File: src/rtl/bc_pkg.sv
package bc_pkg;

  typedef enum logic [2:0] {
    ST_IDLE,
    ST_PLAN,
    ST_FETCH,
    ST_FWAIT,
    ST_DREAD,
    ST_DWAIT,
    ST_WRITE
  } bc_state_e;

  // mask with the low n bits set, n in 0..8
  function automatic logic [7:0] low_ones(input logic [3:0] n);
    logic [8:0] wide;
    wide = (9'd1 << n) - 9'd1;
    return wide[7:0];
  endfunction

endpackage

File: src/rtl/bc_offset_split.sv
module bc_offset_split #(
  parameter int ADDR_W = 8
) (
  input  logic [ADDR_W+2:0] bit_addr,
  output logic [ADDR_W-1:0] byte_idx,
  output logic [2:0]        bit_idx
);
  assign byte_idx = bit_addr[ADDR_W+2:3];
  assign bit_idx  = bit_addr[2:0];
endmodule

File: src/rtl/bc_shift_acc.sv
module bc_shift_acc #(
  parameter int ACC_W = 16,
  localparam int CW = $clog2(ACC_W + 1)
) (
  input  logic          clk,
  input  logic          rst_n,
  input  logic          clear,
  input  logic          push,
  input  logic [7:0]    push_data,
  input  logic [2:0]    push_skip,
  input  logic          pop,
  input  logic [3:0]    pop_n,
  output logic [7:0]    acc_lo,
  output logic [CW-1:0] cnt
);
  logic [ACC_W-1:0] acc;
  logic [7:0]       aligned;
  logic [3:0]       gained;

  assign aligned = push_data >> push_skip;
  assign gained  = 4'd8 - {1'b0, push_skip};
  assign acc_lo  = acc[7:0];

  always_ff @(posedge clk or negedge rst_n) begin
    if (!rst_n) begin
      acc <= '0;
      cnt <= '0;
    end else if (clear) begin
      acc <= '0;
      cnt <= '0;
    end else if (pop) begin
      acc <= acc >> pop_n;
      cnt <= cnt - CW'(pop_n);
    end else if (push) begin
      acc <= acc | (ACC_W'(aligned) << cnt);
      cnt <= cnt + CW'(gained);
    end
  end

  // a push never overflows the accumulator
  p_acc_room_r2: assert property (@(posedge clk) disable iff (!rst_n)
    push |-> (32'(cnt) + 8 <= ACC_W));

  // a pop never takes more bits than are held
  p_pop_avail_r2: assert property (@(posedge clk) disable iff (!rst_n)
    pop |-> (32'(pop_n) <= 32'(cnt)));
endmodule

File: src/rtl/bc_merge.sv
module bc_merge
  import bc_pkg::*;
(
  input  logic [7:0] old_byte,
  input  logic [7:0] new_bits,
  input  logic [2:0] lsb,
  input  logic [3:0] nbits,
  output logic [7:0] merged
);
  logic [7:0] mask;
  assign mask   = low_ones(nbits) << lsb;
  assign merged = (old_byte & ~mask) | ((new_bits << lsb) & mask);
endmodule

File: src/rtl/bit_copy_engine.sv
module bit_copy_engine
  import bc_pkg::*;
#(
  parameter int ADDR_W = 8,
  parameter int CNT_W  = 12,
  parameter int ACC_W  = 16,
  localparam int OFF_W = ADDR_W + 3,
  localparam int CW    = $clog2(ACC_W + 1)
) (
  input  logic              clk,
  input  logic              rst_n,
  input  logic              start,
  input  logic [OFF_W-1:0]  src_bit_off,
  input  logic [OFF_W-1:0]  dst_bit_off,
  input  logic [CNT_W-1:0]  bit_count,
  output logic              busy,
  output logic              done,
  output logic              src_req_valid,
  input  logic              src_req_ready,
  output logic [ADDR_W-1:0] src_req_addr,
  input  logic              src_rsp_valid,
  input  logic [7:0]        src_rsp_data,
  output logic              dst_req_valid,
  input  logic              dst_req_ready,
  output logic              dst_req_write,
  output logic [ADDR_W-1:0] dst_req_addr,
  output logic [7:0]        dst_req_wdata,
  input  logic              dst_rsp_valid,
  input  logic [7:0]        dst_rsp_data
);
  bc_state_e         state;
  logic [ADDR_W-1:0] src_addr, dst_addr;
  logic [2:0]        src_skip, dst_lsb;
  logic [CNT_W-1:0]  rem;
  logic [7:0]        wbuf;
  logic              done_q;

  logic [ADDR_W-1:0] s_byte, d_byte;
  logic [2:0]        s_bit, d_bit;

  logic [3:0]        room, take;
  logic [7:0]        acc_lo, merged;
  logic [CW-1:0]     acc_cnt;
  logic              acc_clear, acc_push, acc_pop, accept;

  bc_offset_split #(.ADDR_W(ADDR_W)) u_src_split (
    .bit_addr(src_bit_off), .byte_idx(s_byte), .bit_idx(s_bit));
  bc_offset_split #(.ADDR_W(ADDR_W)) u_dst_split (
    .bit_addr(dst_bit_off), .byte_idx(d_byte), .bit_idx(d_bit));

  // bits the current destination byte can take
  assign room = 4'd8 - {1'b0, dst_lsb};
  assign take = (rem < {{(CNT_W-4){1'b0}}, room}) ? rem[3:0] : room;

  assign accept    = (state == ST_IDLE) && start;
  assign acc_clear = accept;
  assign acc_push  = (state == ST_FWAIT) && src_rsp_valid;
  assign acc_pop   = (state == ST_WRITE) && dst_req_ready;

  bc_shift_acc #(.ACC_W(ACC_W)) u_acc (
    .clk(clk), .rst_n(rst_n), .clear(acc_clear),
    .push(acc_push), .push_data(src_rsp_data), .push_skip(src_skip),
    .pop(acc_pop), .pop_n(take), .acc_lo(acc_lo), .cnt(acc_cnt));

  bc_merge u_merge (
    .old_byte(dst_rsp_data), .new_bits(acc_lo), .lsb(dst_lsb),
    .nbits(take), .merged(merged));

  always_ff @(posedge clk or negedge rst_n) begin
    if (!rst_n) begin
      state    <= ST_IDLE;
      src_addr <= '0;
      dst_addr <= '0;
      src_skip <= '0;
      dst_lsb  <= '0;
      rem      <= '0;
      wbuf     <= '0;
      done_q   <= 1'b0;
    end else begin
      done_q <= 1'b0;
      case (state)
        ST_IDLE: begin
          if (start) begin
            if (bit_count == '0) begin
              done_q <= 1'b1;
            end else begin
              src_addr <= s_byte;
              src_skip <= s_bit;
              dst_addr <= d_byte;
              dst_lsb  <= d_bit;
              rem      <= bit_count;
              state    <= ST_PLAN;
            end
          end
        end
        ST_PLAN: begin
          if (acc_cnt < CW'(take)) begin
            state <= ST_FETCH;
          end else if (take == 4'd8) begin
            wbuf  <= acc_lo;
            state <= ST_WRITE;
          end else begin
            state <= ST_DREAD;
          end
        end
        ST_FETCH: if (src_req_ready) state <= ST_FWAIT;
        ST_FWAIT: begin
          if (src_rsp_valid) begin
            src_addr <= src_addr + 1'b1;
            src_skip <= '0;
            state    <= ST_PLAN;
          end
        end
        ST_DREAD: if (dst_req_ready) state <= ST_DWAIT;
        ST_DWAIT: begin
          if (dst_rsp_valid) begin
            wbuf  <= merged;
            state <= ST_WRITE;
          end
        end
        ST_WRITE: begin
          if (dst_req_ready) begin
            rem      <= rem - {{(CNT_W-4){1'b0}}, take};
            dst_addr <= dst_addr + 1'b1;
            dst_lsb  <= '0;
            if (rem == {{(CNT_W-4){1'b0}}, take}) begin
              done_q <= 1'b1;
              state  <= ST_IDLE;
            end else begin
              state <= ST_PLAN;
            end
          end
        end
        default: state <= ST_IDLE;
      endcase
    end
  end

  assign busy          = (state != ST_IDLE);
  assign done          = done_q;
  assign src_req_valid = (state == ST_FETCH);
  assign src_req_addr  = src_addr;
  assign dst_req_valid = (state == ST_DREAD) || (state == ST_WRITE);
  assign dst_req_write = (state == ST_WRITE);
  assign dst_req_addr  = dst_addr;
  assign dst_req_wdata = wbuf;

  p_src_hold_r9: assert property (@(posedge clk) disable iff (!rst_n)
    (src_req_valid && !src_req_ready) |=> (src_req_valid && $stable(src_req_addr)));

  p_dst_hold_r9: assert property (@(posedge clk) disable iff (!rst_n)
    (dst_req_valid && !dst_req_ready) |=> (dst_req_valid && $stable(dst_req_addr)
      && $stable(dst_req_write) && $stable(dst_req_wdata)));

  p_one_port_r9: assert property (@(posedge clk) disable iff (!rst_n)
    !(src_req_valid && dst_req_valid));

  p_done_pulse_r7: assert property (@(posedge clk) disable iff (!rst_n)
    done |=> !done);

  p_idle_at_done_r7: assert property (@(posedge clk) disable iff (!rst_n)
    done |-> !busy);

  p_last_write_r7: assert property (@(posedge clk) disable iff (!rst_n)
    (dst_req_valid && dst_req_write && dst_req_ready && rem == {{(CNT_W-4){1'b0}}, take})
      |=> done);

  p_zero_count_r5: assert property (@(posedge clk) disable iff (!rst_n)
    (!busy && start && bit_count == '0) |=> (done && !busy));

  p_busy_ignores_start_r8: assert property (@(posedge clk) disable iff (!rst_n)
    (busy && start && !(dst_req_valid && dst_req_write && dst_req_ready
      && rem == {{(CNT_W-4){1'b0}}, take})) |=> busy);
endmodule

File: config.mk
export PLATFORM = sky130hd
export DESIGN_NAME = bit_copy_engine
export DESIGN_NICKNAME = d
export VERILOG_FILES = /design/src/rtl/bc_pkg.sv /design/src/rtl/bc_offset_split.sv /design/src/rtl/bc_shift_acc.sv /design/src/rtl/bc_merge.sv /design/src/rtl/bit_copy_engine.sv
export SDC_FILE = /design/constraint.sdc
export NUM_CORES = 1
export LEC_CHECK = 0
export ABC_CLOCK_PERIOD_IN_PS = 5700
export BUFFER_PORTS_ARGS = -buffer_cell sky130_fd_sc_hd__buf_2
export CAP_MARGIN = 0
export CORE_ASPECT_RATIO = 0.9
export CORE_MARGIN = 2
export CORE_UTILIZATION = 56
export DETAILED_ROUTE_END_ITERATION = 7
export PLACE_DENSITY = 0.87
export SYNTH_ARGS = -nofsm -noshare
export SYNTH_HDL_FRONTEND = slang
export SYNTH_SLANG_ARGS = --single-unit
File: constraint.sdc
create_clock -name clk -period 5.7 [get_ports clk]
set_input_delay 0.285 -clock clk [delete_from_list [all_inputs] [get_ports clk]]
set_output_delay 0.285 -clock clk [all_outputs]
set_load 0.02 [all_outputs]
; Yosys cells after proc, flatten, opt, wreduce, memory -nomap -nowiden
; Cells that the tools add are included.
[classes]
n_addsub = 8
order_cmp = 2
eq_ne = 17
shift = 6
mux = 47
bitwise_logic = 5
n_reduce_logical = 15
[ops]
columns = operator, n
row1 = two-way mux 8 bit, 9
row2 = two-way mux 16 bit, 3
row3 = one-hot mux 8 bit (2 select lines), 3
row4 = two-way mux 3 bit, 14
row5 = two-way mux 12 bit, 3
row6 = one-hot mux 12 bit (2 select lines), 1
row7 = one-hot mux 3 bit (7 select lines), 1
row8 = "adder 8 x 1 -> 8 bit, second input constant", 2
row9 = AND 8 bit, 2
row10 = "!= test 2 bit, second input constant", 8
row11 = OR 16 bit, 1
row12 = left shift 8 x 3 -> 8 bit, 2
row13 = left shift 8 x 5 -> 16 bit, 1
row14 = right shift 16 x 4 -> 16 bit, 1
row15 = two-way mux 5 bit, 3
row16 = == test 12 x 4 -> 1 bit, 1
row17 = logical NOT 12 bit, 1
row18 = less-than comparator 12 x 4 -> 1 bit, 1
row19 = one-hot mux 3 bit (2 select lines), 2
row20 = AND reduction 4 bit, 3
row21 = subtractor 12 x 4 -> 12 bit, 1
row22 = "== test 3 bit, second input constant", 3
row23 = inverter 8 bit, 1
row24 = OR 8 bit, 1
row25 = 21 further kinds, 32
[totals]
ff_bits = 67
in_bits = 57
out_inout_bits = 29
elab_cells = 110

; Longest topological paths before layout
; Gate-level depths: netlist (run 1).
[depth]
word_depth = 11
ltp_mapped = 22
ltp_nobuf = 18

; Cells and area by module
; From an unflattened synthesis (run 1), not the netlist that was laid out.
[unflattened]
hier_cells = 818
hier_area_um2 = 6802.8
[by_module_without_submodules]
columns = mod, n_inst, cells_per_inst, area_per_inst_um2, seq_area_each_um2
row1 = bit_copy_engine, 1, 350, 3037.9, 1151.1
row2 = bc_shift_acc, 1, 338, 2766.4, 525.5
row3 = bc_merge, 1, 108, 833.3, 0.0
row4 = bc_offset_split, 2, 11, 82.6, 0.0

; Worst setup path after synthesis (run 1)
; No wires, ideal clock.
[synth_timing]
path_type = reg-to-reg
start = reg dst_lsb[1]
end = reg wbuf[3], in the netlist dst_req_wdata[3]
setup_ns = 0.083
t_arrival_ns = 4.965
required_ns = 5.617
path_slack_ns = 0.652
path_stages_with_launch = 23
path_buffers = 4
synth_period_minus_slack_ns = 5.048
path_cell_list = dfrtp_1 > clkbuf_1 > nor3_1 > inv_1 > ha_1 > or4_1 > buf_2 > a2111oi_4 > o21a_1 > buf_4 > mux2i_2 > inv_1 > nand3_1 > ha_1 > clkbuf_1 > nand2b_1 > inv_1 > o21a_1 > a31oi_1 > mux2i_1 > a2111oi_0 > nor3_1 > o21ai_0
[synth_between]
elab_chain_cells = 11
word_cells_on_any_way = 18
cone_classes = add/sub (2) / order compare (2) / eq/ne (3) / shift (3) / mux (3) / bitwise (4) / reduce/logical (1)
[synth_lines]
columns = element, line
row1 = start: declaration, bit_copy_engine.sv:33  ; logic [2:0] src_skip, dst_lsb;
row2 = start signal: assignment, bit_copy_engine.sv:90  ; dst_lsb <= d_bit;
row3 = subtractor 4 x 3 -> 4 bit, bit_copy_engine.sv:52  ; assign room = 4'd8 - {1'b0, dst_lsb};
row4 = less-than comparator 12 x 4 -> 1 bit, bit_copy_engine.sv:53  ; assign take = (rem < {{(CNT_W-4){1'b0}}, room}) ? rem[3:0] : room;
row5 = two-way mux 4 bit, bit_copy_engine.sv:53
row6 = left shift 1 x 4 -> 8 bit, bc_pkg.sv:16  ; wide = (9'd1 << n) - 9'd1;
row7 = subtractor 8 x 1 -> 8 bit, bc_pkg.sv:16
row8 = left shift 8 x 3 -> 8 bit, bc_merge.sv:11  ; assign mask = low_ones(nbits) << lsb;
row9 = inverter 8 bit, bc_merge.sv:12  ; assign merged = (old_byte & ~mask) | ((new_bits << lsb) & mask);
row10 = AND 8 bit, bc_merge.sv:12
row11 = OR 8 bit, bc_merge.sv:12
row12 = two-way mux 8 bit, bit_copy_engine.sv:116  ; if (dst_rsp_valid) begin
row13 = one-hot mux 8 bit (2 select lines), bit_copy_engine.sv:81  ; case (state)
row14 = end signal: assignment, bit_copy_engine.sv:100  ; wbuf <= acc_lo;
row15 = end signal: assignment, bit_copy_engine.sv:117  ; wbuf <= merged;
row16 = end: declaration, bit_copy_engine.sv:35  ; logic [7:0] wbuf;
; Several ways; a longest one is shown, not always the timed one. The select of a mux whose other input is x is not followed.
; A chain may end at the register's enable or synchronous reset.

; Worst setup path in the final report (run 1)
[layout_timing]
start = reg dst_lsb[1]
end = reg wbuf[7], in the netlist dst_req_wdata[7]
; Same word-level chain as after synthesis.

==> results of run 1 <==
## per-stage QoR
stage	setup WS, ns	power, mW
floorplan	0.652	3.45
global placement	0.489	4.15
detailed placement	0.305	4.21
CTS	0.288	4.84
global route	0.0245	5.27
finish	0.372	4.91
## metal layers
layer / track usage (%) / vias up / wire length, um
li1: - / 3058 / -
met1: 42.6 / 3010 / 7650
met2: 43.6 / 309 / 7840
met3: 5.56 / 37 / 1520
met4: 9.47 / 0 / 343
met5: 0 / - / 0
## registers in the layout, summed over array words and instances (netlist names)
| name | count |
|---|---|
| done | 1 |
| dst_lsb | 3 |
| dst_req_addr | 8 |
| dst_req_wdata | 8 |
| rem | 12 |
| src_req_addr | 8 |
| src_skip | 3 |
| state | 3 |
| u_acc.acc | 16 |
| u_acc.cnt | 5 |
## timing repair
action | 4_1_cts | 5_1_grt
setup buffers | 0 | 1
endpoints found under the setup margin | 0 | 2
gates resized for setup | 0 | 0
## kinds of logic after synthesis
kind of cell	Yosys count	share of synthesized area, %
AOI/OAI and AO/OA	275	29.6
DFF	67	27.0
xor gates and xnor gates	11	1.80
adders and majority gates	20	4.12
and+or+nand+nor	256	19.6
muxes	70	12.3
buffers and inverters	87	5.51
## cell usage after synthesis (5+ instances only)
| master | instances |
|---|---|
| a31oi_1 | 18 |
| ha_1 | 18 |
| mux2_2 | 7 |
| nor4_1 | 7 |
| dfrtp_1 | 67 |
| clkbuf_1 | 40 |
| or4_1 | 6 |
| o21ai_0 | 51 |
| nand2b_1 | 9 |
| xnor2_1 | 6 |
| a211oi_1 | 11 |
| o211ai_1 | 14 |
| o21a_1 | 9 |
| mux2i_1 | 58 |
| buf_1 | 5 |
| o22ai_1 | 25 |
| a2bb2oi_1 | 6 |
| nand2_1 | 74 |
| or3_1 | 6 |
| a21o_1 | 9 |
| nor2_1 | 68 |
| nor2b_1 | 6 |
| and3_1 | 7 |
| nor3b_1 | 5 |
| inv_1 | 31 |
| a21oi_1 | 66 |
| buf_2 | 6 |
| o22a_1 | 5 |
| nand3_1 | 23 |
| nor3_1 | 25 |
| o31ai_1 | 7 |
## power by group through the flow
stage	logic, mW	registers [mW]	clock network [mW]
2_1_floorplan	2.50	0.957	0
3_3_place_gp	3.13	1.02	0
3_5_place_dp	3.18	1.03	0
4_1_cts	3.21	1.02	0.607
5_1_grt	3.57	1.07	0.626
6_report	3.27	1.03	0.602
## final cells by class
cell class,instances,share of cell area (%)
clock buffers,10,3.28
clock inverters,6,1.25
inverters,34,1.83
multi-input cells,632,59.9
flip-flops and latches,67,24.0
well taps,133,2.38
repair buffers,97,7.38
## cells in the final DEF, fill, tap and decap left out, types with 9 or more instances in the layout
| master | n |
|---|---|
| o21ai_0 | 51 |
| o22ai_1 | 25 |
| inv_1 | 31 |
| nor2_1 | 68 |
| buf_4 | 12 |
| a21oi_1 | 66 |
| mux2i_1 | 58 |
| a31oi_1 | 18 |
| nand2b_1 | 9 |
| a21o_1 | 9 |
| nor3_1 | 25 |
| clkbuf_16 | 9 |
| o211ai_1 | 14 |
| buf_2 | 85 |
| a211oi_1 | 11 |
| dfrtp_1 | 67 |
| o21a_1 | 9 |
| nand3_1 | 23 |
| nand2_1 | 74 |
| ha_1 | 18 |
## final timing paths
kind	startpoint	end	slack (ns)	depth (start not counted)
hold reg to reg	dst_req_wdata[0]$_DFFE_PN0P_	dst_req_wdata[0]$_DFFE_PN0P_	0.48	2
hold / removal	rst_n	u_acc.acc[9]$_DFFE_PN0P_	0.13	2
max in group asynchronous	rst_n	dst_req_addr[5]$_DFFE_PN0P_	4.99	2
min in group clk	dst_bit_off[2]	dst_lsb[2]$_DFFE_PN0P_	0.16	3
setup / recovery	dst_lsb[1]$_DFFE_PN0P_	dst_req_wdata[7]$_DFFE_PN0P_	0.37	17
setup reg to reg	dst_lsb[1]$_DFFE_PN0P_	dst_req_wdata[7]$_DFFE_PN0P_	0.37	17
## worst register-to-register path, cell delays in order, from the launching register on
cell and delay (ns):
dfrtp_1 0.38, nor3_1 0.32, inv_1 0.09, ha_1 0.20, or4_1 0.53, a2111oi_4 0.50
o21ai_2 0.22, mux2_2 0.43, nor2_1 0.21, nand3_1 0.12, ha_1 0.37, or2_2 0.35
a21oi_1 0.13, o211ai_1 0.13, o221a_1 0.29, or4_1 0.50, a311o_1 0.32, a31oi_1 0.14
==> impl_metrics.csv, run 1 <==
group,metric,value,unit
synth,ys_seq_elements,67,
final_layout,layout.filler_cells,956,
synth,ys.warnings.count,0,
floorplan,die_width,115,um
final_layout,antenna_cells,0,
floorplan,initial_core_util,57.4,%
critical_path,path_cells,"nor3_1 -> inv_1 -> ha_1 -> or4_1 -> a2111oi_4 -> o21ai_2 -> mux2_2 -> nor2_1 -> nand3_1 -> ha_1 -> or2_2 -> a21oi_1 -> o211ai_1 -> o221a_1 -> or4_1 -> a311o_1 -> a31oi_1",
drt,drt-wirelength-per-cell,17.7,um
clock_network,cts.clk_slew.worst_paths,0.06,ns
sta,worst_slew_pin_slew,0.982,ns
clock_network,worst_skew_pair.late_latency,0.35,ns
global_routing,grt_max_degree,68,
power_and_ir_drop,switching_power,2.53,mW
placement,place_congestion,0.931,
power_and_ir_drop,clock_power_share,12.3,%
drt,route.final.wire_length,17400,um
sta,fin_crit,5.33,ns
global_routing,global_route_wire_length_before_repair,28400,um
sta,final_number_of_max_transition_violations,0,
floorplan,die_outline_area,0.0119,mm2
drt,vias,6414,
critical_path,criticalPathCategory,"register to register",
global_routing,antenna_found_initial,0,
synth,synth_area_leader_cell,"dfrtp_1",
sta,final.setup_skew,0.00731,ns
clock_network,cts_hold_buf,0,
sta,worst_hold_slack,0.133,ns
flow_run,maxCapViolCount,0,
critical_path,worstSetupStartpointType,"register",
worst_hold_path,worst_hold_path_type,"input port to async pin",
synth,yosys_most_used_dff,"dfrtp_1",
drt,final_antenna_net_count,0,
drt,drc_errors,0,
critical_path,required,5.97,ns
synth,mappedNetlistNets,862,
synth,synth_enable_flop_cells,0,
critical_path,max_stage_delay_on_crit_path,0.53,ns
global_routing,grt.total_usage,29.2,%
global_routing,overflow,0,
sta,rsz0062_at_grt,"no",
critical_path,cp.buffers_inverters,1,
sta,fin_crit_sh,93.5,%
floorplan,ios,86,
outcome,status,"finished, final reports clean",
global_routing,first_global_vias,5753,
power_and_ir_drop,p_int,2.38,mW
critical_path,cp-end-kind,"register",
final_layout,seqCellArea,0.00168,mm2
synth,async_reset_ff_share,100,%
critical_path,critPathMaxFanout,14,
floorplan,placeableCoreArea,0.0108,mm2
final_layout,num-nets-final,917,
drt,viasPerCell,6.55,
final_layout,post_layout_cell_count,979,
power_and_ir_drop,max-vdd-ir-drop,0.000319,V
sta,hold_viol,0,
power_and_ir_drop,comb_power_share,66.6,%
synth,synth-seq-area-share,27.0,%
power_and_ir_drop,cellPowerDensity,702,mW/mm2
sta,final-setup-viol-count,0,
floorplan,placementRows,36,
sta,final.setup.tns,0,ns
synth,synth_cells,786,
power_and_ir_drop,power.share.sequential,21.1,%
power_and_ir_drop,power_leakage,3.09,nW
placement,placed_area,0.00666,mm2
synth,synth_top_area_share,27.0,%
clock_network,cts_num_sinks,67,
critical_path,cp_data_arrival_time,5.59,ns
final_layout,final_core_utilization,64.6,%
placement,place_inst,962,
power_and_ir_drop,swShare,51.5,%
placement,place_hpwl,12400,um
synth,avg_synthesized_cell_area,7.89,um2
final_layout,area_delta_synth_final,12.6,%
final_layout,layout.cell_area.non_filler,0.00699,mm2
placement,portBuffers,85,
final_layout,share_of_final_layout_standard_cells_stronger_than_drive_strength_1,16.4,%
critical_path,crit_path_top_delay_cell,"or4_1",
final_layout,area_of_the_multi_input_gates,0.00418,mm2
clock_network,tritoncts_clock_tree,"yes",
clock_network,cts.root.buffer_cell,"clkbuf_16",
clock_network,cts-buffers-inserted,9,
sta,slew_headroom,34.5,%
critical_path,timing.critical_path.max_delay_family,"simple AND/OR/NAND/NOR gates",
drt,first_pass_iteration_count_of_the_detailed_router,7,
drt,drt_first_iter_violations,728,
floorplan,die-height,104,um
clock_network,clock_path_buffers,2,
clock_network,cts-htree-levels,3,
sta,max_freq,188,MHz
synth,netlist_top_cells_area,"dfrtp_1 27%, mux2i_1 9.4%, a21oi_1 5.3%, nand2_1 4.5%, o21ai_0 4.1%",
synth,netlist_area,0.00620,mm2
synth,synth.distinct_cells,77,
Power figures use the tool's default switching activity.
==> inputs of run 2 (changes only) <==
Settings changed: CTS_CLUSTER_SIZE set to 25, MAX_ROUTING_LAYER set to met4.
==> run 2 against run 1 <==
Net effect: clock skew is 0.0010 ns higher; critical path type unchanged; critical path depth stayed put; setup slack better by 0.066 ns; largest cell class unchanged; highest routed layer unchanged; clock-buffer cell count is 2 higher; largest power group unchanged.
==> impl_metrics.csv, run 2 (synthesized netlist as in run 1, its figures left out) <==
group,metric,value,unit
placement,portBuffers,85,
global_routing,grt.total_usage,30.1,%
placement,place_inst,963,
drt,drt-wirelength-per-cell,17.8,um
power_and_ir_drop,power.share.sequential,21.4,%
drt,drt_first_iter_violations,711,
final_layout,area_delta_synth_final,12.1,%
clock_network,cts.root.buffer_cell,"clkbuf_16",
critical_path,worstSetupStartpointType,"register",
critical_path,reg2reg_setup_slack,0.44,ns
clock_network,clock_path_buffers,2,
floorplan,die_outline_area,0.0119,mm2
global_routing,global_route_wire_length_before_repair,28600,um
global_routing,first_global_vias,5815,
sta,final.setup.tns,0,ns
clock_network,tritoncts_clock_tree,"yes",
clock_network,cts_hold_buf,0,
critical_path,cp-end-kind,"register",
power_and_ir_drop,p_int,2.31,mW
sta,fin_crit_sh,92.3,%
drt,drc_errors,0,
critical_path,rr_worst_depth,17,
drt,first_pass_iteration_count_of_the_detailed_router,7,
critical_path,r2r_end,"dst_req_wdata[7]$_DFFE_PN0P_",
sta,final-setup-viol-count,0,
clock_network,cts.clk_slew.worst_paths,0.06,ns
power_and_ir_drop,post-layout-total-power,4.84,mW
final_layout,num-nets-final,917,
sta,final.setup_skew,0.00834,ns
final_layout,regMostFlops,"u_acc.acc",
sta,final_number_of_max_transition_violations,0,
sta,slew_headroom,37.3,%
floorplan,die-height,104,um
floorplan,placeableCoreArea,0.0108,mm2
clock_network,worst_skew_pair.late_latency,0.34,ns
final_layout,share_of_final_layout_standard_cells_stronger_than_drive_strength_1,16.4,%
final_layout,layout_commonest_cell,"buf_2",
critical_path,critPathMaxFanout,14,
power_and_ir_drop,comb_power_share,67.7,%
floorplan,initial_core_util,57.4,%
outcome,status,"finished, final reports clean",
sta,fin_crit,5.26,ns
power_and_ir_drop,clock_power_share,10.9,%
critical_path,r2r_start,"dst_lsb[1]$_DFFE_PN0P_",
global_routing,overflow,0,
floorplan,ios,86,
sta,hold_viol,0,
clock_network,cts-buffers-inserted,9,
drt,viasPerCell,6.53,
power_and_ir_drop,cellPowerDensity,696,mW/mm2
critical_path,cp_data_arrival_time,5.52,ns
drt,vias,6393,
placement,place_congestion,0.960,
sta,rsz0062_at_grt,"no",
sta,max_freq,190,MHz
clock_network,cts-htree-levels,3,
worst_hold_path,worst_hold_path_type,"input port to async pin",
power_and_ir_drop,max-vdd-ir-drop,0.000393,V
sta,worst_slew_pin_slew,0.941,ns
power_and_ir_drop,switching_power,2.52,mW
final_layout,post_layout_cell_count,979,
critical_path,criticalPathCategory,"register to register",
final_layout,final_cell_mix,"85 x buf_2, 74 x nand2_1, 68 x nor2_1",
floorplan,die_width,115,um
clock_network,cts_resized,0,
final_layout,largest_registers,"u_acc.acc x16, rem x12",
critical_path,required,5.95,ns
placement,place_hpwl,12500,um
final_layout,largest_register_ff_count,16,
clock_network,setup_buffers_after_cts,0,
power_and_ir_drop,power_leakage,3.06,nW
drt,route.final.wire_length,17400,um
drt,final_antenna_net_count,0,
final_layout,final_core_utilization,64.3,%
global_routing,antenna_found_initial,0,
global_routing,grt_max_degree,68,
power_and_ir_drop,swShare,52.2,%
final_layout,antenna_cells,0,
floorplan,placementRows,36,
flow_run,maxCapViolCount,0,
clock_network,cts_num_sinks,67,
[run 2: layer usage]
metal  routed length, um  track usage [%]  vias up
met4                 287             7.49        0
met3                1430             5.79       36
li1                    -                -     3068
met2                7940             45.2      311
met1                7770             41.9     2978
met5                   0                -        -
[run 2: layout make-up]
type	count	area (um2)
Multi-Input combinational cell	632	4180
Fill cell	970	3860
Sequential cell	67	1680
Timing Repair Buffer	97	515
Clock buffer	12	256
Tap cell	133	166
Inverter	34	128
Clock inverter	4	25.0
[run 2: per-stage QoR]
stage          hold slack (ns)  area (um2)  setup WS, ns
2_1_floorplan          -0.0106        6200         0.652
3_3_place_gp             0.458        6670         0.445
3_5_place_dp             0.466        6670         0.360
4_1_cts                  0.171        6950         0.311
5_1_grt                  0.183        6950        0.0678
6_report                 0.153        6950         0.438
[run 2: worst max-delay path: stages (launching register included)]
cell and delay [ns]:
dfrtp_1 0.38, nor3_1 0.30, inv_1 0.10, ha_1 0.20, or4_1 0.53, a2111oi_4 0.50, o21ai_2 0.22, mux2_2 0.43
nor2_1 0.21, nand3_1 0.10, ha_1 0.35, or2_2 0.34, a21oi_1 0.13, o211ai_1 0.13, o221a_1 0.29, or4_1 0.51
a311o_1 0.33, a31oi_1 0.12
[run 2: worst max path at each step]
stage,startpoint,endpoint,slack (ns),cells after the start
after floorplan,dst_lsb[1]$_DFFE_PN0P_,dst_req_wdata[3]$_DFFE_PN0P_,0.65,22
final,dst_lsb[1]$_DFFE_PN0P_,dst_req_wdata[7]$_DFFE_PN0P_,0.44,17
after global placement,dst_lsb[1]$_DFFE_PN0P_,dst_req_wdata[7]$_DFFE_PN0P_,0.45,17
after global routing,dst_lsb[1]$_DFFE_PN0P_,dst_req_wdata[7]$_DFFE_PN0P_,0.07,17
after detailed placement,dst_lsb[1]$_DFFE_PN0P_,dst_req_wdata[7]$_DFFE_PN0P_,0.36,17
after CTS,dst_lsb[1]$_DFFE_PN0P_,dst_req_wdata[7]$_DFFE_PN0P_,0.31,17
[run 2: power groups by stage]
stage	sequential, mW	combinational (mW)	clock, mW
floorplan	0.957	2.50	0
global route	1.08	3.58	0.550
finish	1.04	3.27	0.528
global placement	1.02	3.13	0
detailed placement	1.03	3.18	0
CTS	1.02	3.22	0.530
==> inputs of run 3 (changes only) <==
Settings changed: CORE_MARGIN 2 to unset.
==> run 3 against run 2 <==
Net effect: design area increased by 0.79%; power increased by 2.4%; critical path depth unchanged; setup slack got worse by 0.0095 ns; clock-buffer cell count decreased by 1; worst hold slack got worse by 0.012 ns; flip-flop and latch count unchanged; via count increased by 1.5%; non-clock buffer count unchanged; largest cell class unchanged.
==> impl_metrics.csv, run 3 (synthesized netlist as in run 1, its figures left out) <==
group,metric,value,unit
floorplan,initial_core_util,57.4,%
final_layout,share_of_final_layout_standard_cells_stronger_than_drive_strength_1,16.5,%
sta,worst_slew_pin_slew,0.921,ns
global_routing,grt.total_usage,32.1,%
power_and_ir_drop,cellPowerDensity,707,mW/mm2
power_and_ir_drop,post-layout-total-power,4.95,mW
clock_network,clock_path_buffers,2,
placement,portBuffers,85,
global_routing,overflow,0,
final_layout,final_cell_mix,"85 x buf_2, 74 x nand2_1, 68 x nor2_1",
floorplan,die_width,113,um
drt,vias,6488,
final_layout,largest_registers,"u_acc.acc x16, rem x12",
final_layout,antenna_cells,0,
outcome,status,"finished, final reports clean",
sta,worst_hold_slack,0.141,ns
floorplan,ios,86,
clock_network,cts_num_sinks,67,
critical_path,critPathMaxFanout,14,
clock_network,setup_buffers_after_cts,0,
sta,hold_viol,0,
clock_network,cts_hold_buf,0,
floorplan,placementRows,36,
drt,route.final.wire_length,17600,um
critical_path,cp_data_arrival_time,5.53,ns
drt,drt-wirelength-per-cell,17.9,um
placement,place_hpwl,12500,um
sta,final.setup_skew,0.00777,ns
global_routing,global_route_wire_length_before_repair,28600,um
drt,drt_first_iter_violations,644,
drt,viasPerCell,6.63,
critical_path,crit_path_top_delay_cell,"or4_1",
critical_path,max_stage_delay_on_crit_path,0.53,ns
placement,place_congestion,0.948,
clock_network,cts-htree-levels,3,
clock_network,cts.root.buffer_cell,"clkbuf_16",
clock_network,worst_skew_pair.late_latency,0.35,ns
final_layout,num-nets-final,917,
sta,rsz0062_at_grt,"no",
sta,final.setup.tns,0,ns
clock_network,cts_resized,0,
global_routing,grt_max_degree,68,
clock_network,tritoncts_clock_tree,"yes",
final_layout,area_delta_synth_final,13.0,%
clock_network,cts-buffers-inserted,9,
critical_path,cp-end-kind,"register",
drt,final_antenna_net_count,0,
critical_path,required,5.96,ns
global_routing,first_global_vias,5895,
global_routing,antenna_found_initial,0,
sta,final-setup-viol-count,0,
critical_path,criticalPathCategory,"register to register",
critical_path,path_cells,"nor3_1 -> inv_1 -> ha_1 -> or4_1 -> a2111oi_4 -> o21ai_2 -> mux2_2 -> nor2_1 -> nand3_1 -> ha_1 -> or2_2 -> a21oi_1 -> o211ai_1 -> o221a_1 -> or4_1 -> a311o_1 -> a31oi_1",
sta,final_number_of_max_transition_violations,0,
floorplan,die-height,102,um
placement,placed_area,0.00667,mm2
power_and_ir_drop,power_leakage,3.09,nW
final_layout,regMostFlops,"u_acc.acc",
final_layout,final_core_utilization,64.8,%
sta,fin_crit,5.27,ns
final_layout,layout_commonest_cell,"buf_2",
drt,drc_errors,0,
critical_path,worstSetupStartpointType,"register",
drt,first_pass_iteration_count_of_the_detailed_router,8,
critical_path,cp.buffers_inverters,1,
worst_hold_path,worst_hold_path_type,"input port to async pin",
sta,slew_headroom,38.6,%
sta,fin_crit_sh,92.5,%
floorplan,placeableCoreArea,0.0108,mm2
power_and_ir_drop,max-vdd-ir-drop,0.000329,V
critical_path,timing.critical_path.max_delay_family,"simple AND/OR/NAND/NOR gates",
sta,max_freq,190,MHz
flow_run,maxCapViolCount,0,
floorplan,die_outline_area,0.0115,mm2
final_layout,largest_register_ff_count,16,
clock_network,cts.clk_slew.worst_paths,0.06,ns
final_layout,layout.cell_area.non_filler,0.00701,mm2
[run 3: cell type report]
class	instances	area [um2]
Multi-Input combinational cell	632	4180
Fill cell	940	3800
Sequential cell	67	1680
Timing Repair Buffer	97	515
Clock buffer	11	253
Tap cell	133	166
Inverter	34	128
Clock inverter	5	83.8
[run 3: through the flow]
step                      cells  setup slack (ns)
after floorplan             786             0.652
after global placement      963             0.450
after detailed placement    963             0.418
after CTS                   979             0.387
after global routing        979            0.0689
final                       979             0.428
[run 3: power by group]
part	total [mW]	switching, mW	leakage (nW)	internal [mW]
Combinational	3.28	1.97	2.10	1.31
Sequential	1.04	0.351	0.829	0.687
Clock	0.631	0.223	0.158	0.408
[run 3: worst paths after layout]
path | startpoint | end | slack [ns] | cells past startpoint
min | rst_n | u_acc.acc[10]$_DFFE_PN0P_ | 0.14 | 2
max reg2reg | dst_lsb[1]$_DFFE_PN0P_ | dst_req_wdata[7]$_DFFE_PN0P_ | 0.43 | 17
min in group clk | dst_bit_off[2] | dst_lsb[2]$_DFFE_PN0P_ | 0.16 | 3
max in group asynchronous | rst_n | rem[1]$_DFFE_PN0P_ | 4.98 | 2
max | dst_lsb[1]$_DFFE_PN0P_ | dst_req_wdata[7]$_DFFE_PN0P_ | 0.43 | 17
min reg2reg | dst_req_wdata[0]$_DFFE_PN0P_ | dst_req_wdata[0]$_DFFE_PN0P_ | 0.47 | 2
[run 3: layer usage]
metal  wire (um)  global-route usage (%)
met2        7820                    48.8
met3        1300                    5.87
met5           0                       -
met4         470                    11.5
met1        7980                    43.2
